## config.mk

```make
export PLATFORM = sky130hd
export DESIGN_NAME = vlan_stu_engine
export DESIGN_NICKNAME = d
export VERILOG_FILES = /design/src/rtl/vlan_stu_engine.sv
export SDC_FILE = /design/constraint.sdc
export NUM_CORES = 1
export LEC_CHECK = 0
export BUFFER_PORTS_ARGS = -buffer_cell sky130_fd_sc_hd__buf_2
export CAP_MARGIN = 25
export CORE_UTILIZATION = 35
export DETAILED_ROUTE_END_ITERATION = 6
export GPL_TIMING_DRIVEN = 1
export PLACE_DENSITY = 0.46
export SYNTH_ARGS = -nofsm -noshare
export SYNTH_HDL_FRONTEND = slang
export SYNTH_SLANG_ARGS = --single-unit
```

## constraint.sdc

```tcl
create_clock -name clk -period 24.4 [get_ports clk]
set_input_delay 7.32 -clock clk [delete_from_list [all_inputs] [get_ports clk]]
set_output_delay 7.32 -clock clk [all_outputs]
set_load 0.1 [all_outputs]
```

## src/rtl/vlan_stu_engine.sv

```systemverilog
module vlan_stu_engine #(
  parameter int NPORTS = 7,
  parameter int VDEPTH = 16,
  parameter int SDEPTH = 8
) (
  input  logic        clk,
  input  logic        rst_n,
  input  logic        wr_en,
  input  logic [2:0]  wr_addr,
  input  logic [15:0] wr_data,
  input  logic [2:0]  rd_addr,
  output logic [15:0] rd_data,
  output logic        busy
);
  localparam int VIW = $clog2(VDEPTH);
  localparam int SIW = $clog2(SDEPTH);
  localparam int CW  = (VIW > SIW) ? VIW : SIW;
  localparam int TW  = 2 * NPORTS;
  localparam logic [CW-1:0] VLAST = CW'(VDEPTH - 1);
  localparam logic [CW-1:0] SLAST = CW'(SDEPTH - 1);

  localparam logic [2:0] OP_FLUSH = 3'd1, OP_VLOAD = 3'd3, OP_VNEXT = 3'd4,
                         OP_SLOAD = 3'd5, OP_SNEXT = 3'd6;
  localparam logic [2:0] A_OP = 3'd0, A_VID = 3'd1, A_FID = 3'd2, A_SID = 3'd3,
                         A_DA = 3'd4, A_DB = 3'd5, A_DC = 3'd6, A_STAT = 3'd7;

  logic [2:0]    op;
  logic [CW-1:0] cnt, hit_i, free_i;
  logic          hit_f, free_f, full_f;
  logic [12:0]   vid_r;
  logic [11:0]   fid_r;
  logic [5:0]    sid_r;
  logic [47:0]   dat;

  logic [VDEPTH-1:0] v_valid;
  logic [11:0]       v_vid [VDEPTH];
  logic [11:0]       v_fid [VDEPTH];
  logic [5:0]        v_sid [VDEPTH];
  logic [TW-1:0]     v_tag [VDEPTH];
  logic [SDEPTH-1:0] s_valid;
  logic [5:0]        s_sid [SDEPTH];
  logic [TW-1:0]     s_st  [SDEPTH];

  logic          is_stu, is_load, cur_v, sel, wrap, last, start;
  logic [11:0]   cur_k, key, best_k;
  logic          n_hit_f, n_free_f;
  logic [CW-1:0] n_hit_i, n_free_i;
  logic [VIW-1:0] hv, fv;
  logic [SIW-1:0] hs, fs;
  logic [TW-1:0] tag_in, st_in;
  logic [47:0]   vout, sout;

  assign is_stu  = (op == OP_SLOAD) || (op == OP_SNEXT);
  assign is_load = (op == OP_VLOAD) || (op == OP_SLOAD);
  assign cur_v   = is_stu ? s_valid[cnt[SIW-1:0]] : v_valid[cnt[VIW-1:0]];
  assign cur_k   = is_stu ? {6'd0, s_sid[cnt[SIW-1:0]]} : v_vid[cnt[VIW-1:0]];
  assign key     = is_stu ? {6'd0, sid_r} : vid_r[11:0];
  assign best_k  = is_stu ? {6'd0, s_sid[hit_i[SIW-1:0]]} : v_vid[hit_i[VIW-1:0]];
  assign wrap    = is_stu && (sid_r == 6'h3F);
  assign sel     = is_load ? (cur_v && cur_k == key)
                           : (cur_v && (cur_k > key || wrap) && (!hit_f || cur_k < best_k));
  assign n_hit_f  = hit_f | sel;
  assign n_hit_i  = sel ? cnt : hit_i;
  assign n_free_f = free_f | !cur_v;
  assign n_free_i = (!free_f && !cur_v) ? cnt : free_i;
  assign last     = (op == OP_FLUSH) || (cnt == (is_stu ? SLAST : VLAST));
  assign hv = n_hit_i[VIW-1:0];
  assign hs = n_hit_i[SIW-1:0];
  assign fv = n_free_i[VIW-1:0];
  assign fs = n_free_i[SIW-1:0];
  assign start = wr_en && !busy && wr_addr == A_OP && wr_data[15] &&
                 (wr_data[14:12] == OP_FLUSH || wr_data[14:12] == OP_VLOAD ||
                  wr_data[14:12] == OP_VNEXT || wr_data[14:12] == OP_SLOAD ||
                  wr_data[14:12] == OP_SNEXT);

  always_comb begin
    tag_in = '0;
    st_in  = '0;
    vout   = '0;
    sout   = '0;
    for (int i = 0; i < NPORTS; i++) begin
      tag_in[2*i +: 2]   = dat[4*i +: 2];
      st_in[2*i +: 2]    = dat[4*i+2 +: 2];
      vout[4*i +: 2]     = v_tag[hv][2*i +: 2];
      sout[4*i+2 +: 2]   = s_st[hs][2*i +: 2];
    end
  end

  always_ff @(posedge clk or negedge rst_n) begin
    if (!rst_n) begin
      busy <= 1'b0; op <= '0; cnt <= '0;
      hit_f <= 1'b0; hit_i <= '0; free_f <= 1'b0; free_i <= '0;
      full_f <= 1'b0;
      vid_r <= '0; fid_r <= '0; sid_r <= '0; dat <= '0;
      v_valid <= '0; s_valid <= '0;
    end else begin
      if (wr_en && !busy) begin
        case (wr_addr)
          A_VID: vid_r <= wr_data[12:0];
          A_FID: fid_r <= wr_data[11:0];
          A_SID: sid_r <= wr_data[5:0];
          A_DA:  dat[15:0]  <= wr_data;
          A_DB:  dat[31:16] <= wr_data;
          A_DC:  dat[47:32] <= wr_data;
          default: ;
        endcase
      end
      if (start) begin
        busy <= 1'b1; op <= wr_data[14:12]; cnt <= '0;
        hit_f <= 1'b0; free_f <= 1'b0;
      end
      if (busy) begin
        hit_f <= n_hit_f; hit_i <= n_hit_i;
        free_f <= n_free_f; free_i <= n_free_i;
        cnt <= cnt + 1'b1;
        if (last) begin
          busy <= 1'b0;
          case (op)
            OP_FLUSH: begin
              v_valid <= '0;
              s_valid <= '0;
            end
            OP_VLOAD: begin
              if (!vid_r[12]) begin
                if (n_hit_f) v_valid[hv] <= 1'b0;
              end else if (n_hit_f) begin
                v_fid[hv] <= fid_r; v_sid[hv] <= sid_r; v_tag[hv] <= tag_in;
              end else if (n_free_f) begin
                v_valid[fv] <= 1'b1; v_vid[fv] <= vid_r[11:0];
                v_fid[fv] <= fid_r; v_sid[fv] <= sid_r; v_tag[fv] <= tag_in;
              end else begin
                full_f <= 1'b1;
              end
            end
            OP_VNEXT: begin
              if (n_hit_f) begin
                vid_r <= {1'b1, v_vid[hv]};
                fid_r <= v_fid[hv]; sid_r <= v_sid[hv]; dat <= vout;
              end else begin
                vid_r[12] <= 1'b0;
              end
            end
            OP_SLOAD: begin
              if (!vid_r[12]) begin
                if (n_hit_f) s_valid[hs] <= 1'b0;
              end else if (n_hit_f) begin
                s_st[hs] <= st_in;
              end else if (n_free_f) begin
                s_valid[fs] <= 1'b1; s_sid[fs] <= sid_r; s_st[fs] <= st_in;
              end else begin
                full_f <= 1'b1;
              end
            end
            OP_SNEXT: begin
              if (n_hit_f) begin
                vid_r[12] <= 1'b1; sid_r <= s_sid[hs]; dat <= sout;
              end else begin
                vid_r[12] <= 1'b0;
              end
            end
            default: ;
          endcase
        end
      end
    end
  end

  always_comb begin
    case (rd_addr)
      A_OP:    rd_data = {busy, op, 12'd0};
      A_VID:   rd_data = {3'd0, vid_r};
      A_FID:   rd_data = {4'd0, fid_r};
      A_SID:   rd_data = {10'd0, sid_r};
      A_DA:    rd_data = dat[15:0];
      A_DB:    rd_data = dat[31:16];
      A_DC:    rd_data = dat[47:32];
      default: rd_data = {15'd0, full_f};
    endcase
  end

  AST_START_BUSY: assert property (@(posedge clk) disable iff (!rst_n)
    (wr_en && !busy && wr_addr == A_OP && wr_data[15] && wr_data[14:12] == OP_VNEXT) |=> busy);
  AST_BUSY_DROP: assert property (@(posedge clk) disable iff (!rst_n)
    (busy && last) |=> !busy);
  AST_IGNORE_FID: assert property (@(posedge clk) disable iff (!rst_n)
    (busy && !last && wr_en && wr_addr == A_FID) |=> $stable(fid_r));
  AST_FLUSH_EMPTY: assert property (@(posedge clk) disable iff (!rst_n)
    (busy && op == OP_FLUSH) |=> (v_valid == '0 && s_valid == '0));
  AST_FULL_STICKY: assert property (@(posedge clk) disable iff (!rst_n)
    full_f |=> full_f);
endmodule

```

==> run_results.csv <==
group,metric,value,unit
run_status,status,"completed",
route,routedWlPerCell,31.0,um
critical_path,startpoint,"rd_addr[0]",
critical_path,worstPathCellList,"buf_2 > nor2b_1 > a21oi_1 > o21ai_0 > buf_2",
run,drv_cap,0,
power,p_seq_frac,0.432,
critical_path,reg2reg_from,"cnt[0]$_DFFE_PN0P_",
die,die_w,361,um
yosys,synth_cell_types,77,
worst_hold_path,min_from,"v_valid[2]$_DFFE_PN0P_",
die,rows,131,
route,vias_per_cell,5.94,
clock_network,numClockSinks,986,
final_layout,fin_area,0.0517,mm2
global_routing,grt_pass1_vias,30100,
final_layout,area_growth,14.5,%
clock_network,cts_hold_buf,0,
yosys,synth_top_area_cell,"edfxtp_1",
sta,whs,0.476,ns
final_layout,drive_gt1_frac,0.153,
power,peakVddDrop,0.0623,mV
yosys,synth_cells,3431,
route,first_pass_iters,6,
power,power_frac_comb,0.248,
yosys,synthTopCellsByArea,"edfxtp_1, dfrtp_1, mux4_2",
sta,setup_viol,0,
sta,slew_viol_final,0,
power,powerDensity,109,mW/mm2
clock_network,cts_inserted_buffers,109,
yosys,synth.net_count,3478,
power,switching_power,1960,uW
clock_network,cts_resized,0,
power,swShare,0.346,
die,placeableCoreArea,0.128,mm2
critical_path,endpoint_kind,"output pin",
clock_network,cts_root_buf,"clkbuf_16",
final_layout,nFillCells,11800,
sta,worst_pin_slew,1.08,ns
yosys,synth_area,0.0452,mm2
power,intPower,3700,uW
yosys,netlist.area_leader.share,0.574,
sta,slew_headroom,0.258,
die,die_area,0.131,mm2
route,wirelength,161000,um
die,die_height,361,um
critical_path,critical_path_class,"primary input to output pin",
power,clock_power_share,0.319,
place,dpl_worst_slack,6.87,ns
sta,rsz0062_at_grt,"false",
critical_path,critPathMaxStageDelay,0.87,ns
critical_path,worstPathRequired,17.08,ns
clock_network,post_cts_buffers,0,
worst_hold_path,min_path_type,"flop to flop",
critical_path,critPathMaxFanout,30,
route,drt_iter0_drc,3522,
critical_path,cp_slowest_cell,"nor2b_1",
die,io_pins,42,
die,start_util,0.353,
sta,fin_tns_setup,0,ns
sta,worst_slack,6.86,ns
route,ant_nets,0,
place,dp_hpwl,94500,um
place,globalplace.congestion,0.826,
clock_network,htree_num_levels,3,
yosys,synth_flop_cell,"edfxtp_1",
global_routing,grt_pass1_wl,229000,um
yosys,synth-seq-area-share,0.642,
yosys,yosysWarnings,0,
global_routing,grt_max_degree,168,
global_routing,overflow,0,
global_routing,antenna_found_initial,10,
clock_network,cts_tree,"built",
sta,max_freq,0.0570,GHz
yosys,synth_area_per_cell,13.2,um2
final_layout,fin_nets,3502,
clock_network,clk-insertion-delay-late,0.76,ns
global_routing,globalRouteTotalUtil,0.245,
yosys,synth_edf_count,864,
route,vias,31000,
clock_network,clk_pin_slew,0.06,ns
sta,hold_viol_final,0,
sta,clock_skew,0.0822,ns
place,portBuffers,41,
power,total_leakage_power,0.0183,uW
yosys,ys_ff_latch,986,
sta,period_needed,17.54,ns
yosys,ys_async_sr_fraction,0.124,
sta,period_share,0.719,
clock_network,cts.path.max_buffers,3,
critical_path,arrival,10.22,ns
route,drc,0,
critical_path,critPathLaunchType,"primary input",
critical_path,crit_path_frequent_cell,"buf_2",
place,post_dp_cell_area,0.0477,mm2
[flip-flops by register name, summed over array words and instances, names as in the netlist]
name	cells
vid_r	13
v_valid	16
free_f	1
busy	1
dat	48
hit_i	4
cnt	4
s_st	112
fid_r	12
v_tag	224
op	3
free_i	4
s_valid	8
v_vid	192
v_fid	192
v_sid	96
sid_r	6
full_f	1
hit_f	1
s_sid	48
[cell usage after synthesis (6+ instances only)]
cell and n:
edfxtp_1 864, nand2_1 643, nand3_1 298, mux2i_1 263, nor2_1 159, mux4_2 133
clkbuf_1 131, dfrtp_1 122, a21oi_1 108, a31oi_1 66, o21ai_0 60, buf_2 54
buf_1 47, nor3_1 45, o221ai_1 37, a21o_1 27, a32oi_1 27, ha_1 22
mux2_2 22, a221oi_1 19, inv_1 18, o22ai_1 18, o2111ai_1 17, nor2b_1 15
o211ai_1 15, o31ai_1 13, o32ai_1 13, and2_1 12, and3_1 12, a22o_1 9
a311oi_1 9, nand2b_1 9, nand4_1 9, a211oi_1 8, a22oi_1 8, buf_4 8
a32o_1 6, o31a_1 6
[metal layers]
metal	global-route usage	wire length, um
met1	0.344	69100
met2	0.390	74900
met3	0.0405	12300
met4	0.0762	5080
met5	0	49
[stage by stage]
step	util	total power (uW)	std cells
finish	0.404	5660	5217
global route	0.404	5860	5215
CTS	0.404	5680	5211
detailed placement	0.373	3870	5003
global placement	0.373	3850	4997
floorplan	-	3220	3431
[power by group through the flow]
stage          clock network, uW  logic, uW  registers, uW
6_report                    1810       1410           2450
5_1_grt                     1900       1500           2470
4_1_cts                     1840       1400           2450
3_5_place_dp                   0       1390           2480
3_3_place_gp                   0       1370           2480
2_1_floorplan                  0        904           2320
[cells by family (layout without fill, tap and decap cells)]
group | after synthesis | after routing | synth area share
muxes | 421 | 421 | 0.131
and+or+nand+nor | 1228 | 1228 | 0.117
AOI/OAI and AO/OA | 507 | 507 | 0.0786
adders and majority gates | 22 | 22 | 0.00609
DFF | 986 | 986 | 0.642
other | 0 | 3 | 0
buffers and inverters | 262 | 383 | 0.0244
xor gates and xnor gates | 5 | 5 | 0.00114
[layout by cell type (no fill, tap or decap), types with 14 or more instances in the layout]
cell type	instances
clkinv_2	19
ha_1	22
mux2i_1	257
clkbuf_1	24
a21oi_1	108
nor2b_1	15
a21o_1	27
nor2_4	18
a32oi_1	27
o21ai_0	60
o22ai_1	18
mux2_2	22
nand3_1	297
dfrtp_1	117
a221oi_1	19
a31oi_1	64
inv_1	18
nand2_1	643
buf_4	107
edfxtp_1	864
bufinv_16	21
nor2_1	141
clkinv_1	14
clkbuf_16	111
o221ai_1	37
mux4_2	133
o2111ai_1	17
o211ai_1	15
nor3_1	37
buf_2	42
[layout make-up]
cell class | count | area [um2] | area share
Tap cell | 1662 | 2080 | 0.0402
Sequential cell | 986 | 29000 | 0.561
Timing Repair Buffer | 156 | 1130 | 0.0218
Clock buffer | 145 | 3010 | 0.0581
Multi-Input combinational cell | 2183 | 15400 | 0.299
Inverter | 19 | 71.3 | 0.00138
Antenna cell | 3 | 7.51 | 0.000145
Clock inverter | 63 | 960 | 0.0186
[worst max-delay path: cells and delay by family]
family | cells | cell delay [ns]
buffers and inverters | 2 | 1.05
AO/OA/AOI/OAI | 2 | 0.97
AND/OR/NAND/NOR | 1 | 0.87
[worst paths after layout]
kind | to | slack (ns) | cells after the start
setup / recovery | rd_data[14] | 6.86 | 5
hold / removal | v_valid[2]$_DFFE_PN0P_ | 0.48 | 1
setup reg to reg | sid_r[3]$_DFF_PN0_ | 14.74 | 19
hold reg to reg | v_valid[2]$_DFFE_PN0P_ | 0.48 | 1
max in group asynchronous | hit_i[0]$_DFFE_PN0P_ | 15.69 | 3
min in group asynchronous | vid_r[11]$_DFF_PN0_ | 6.53 | 1
Power figures use the tool's default switching activity.
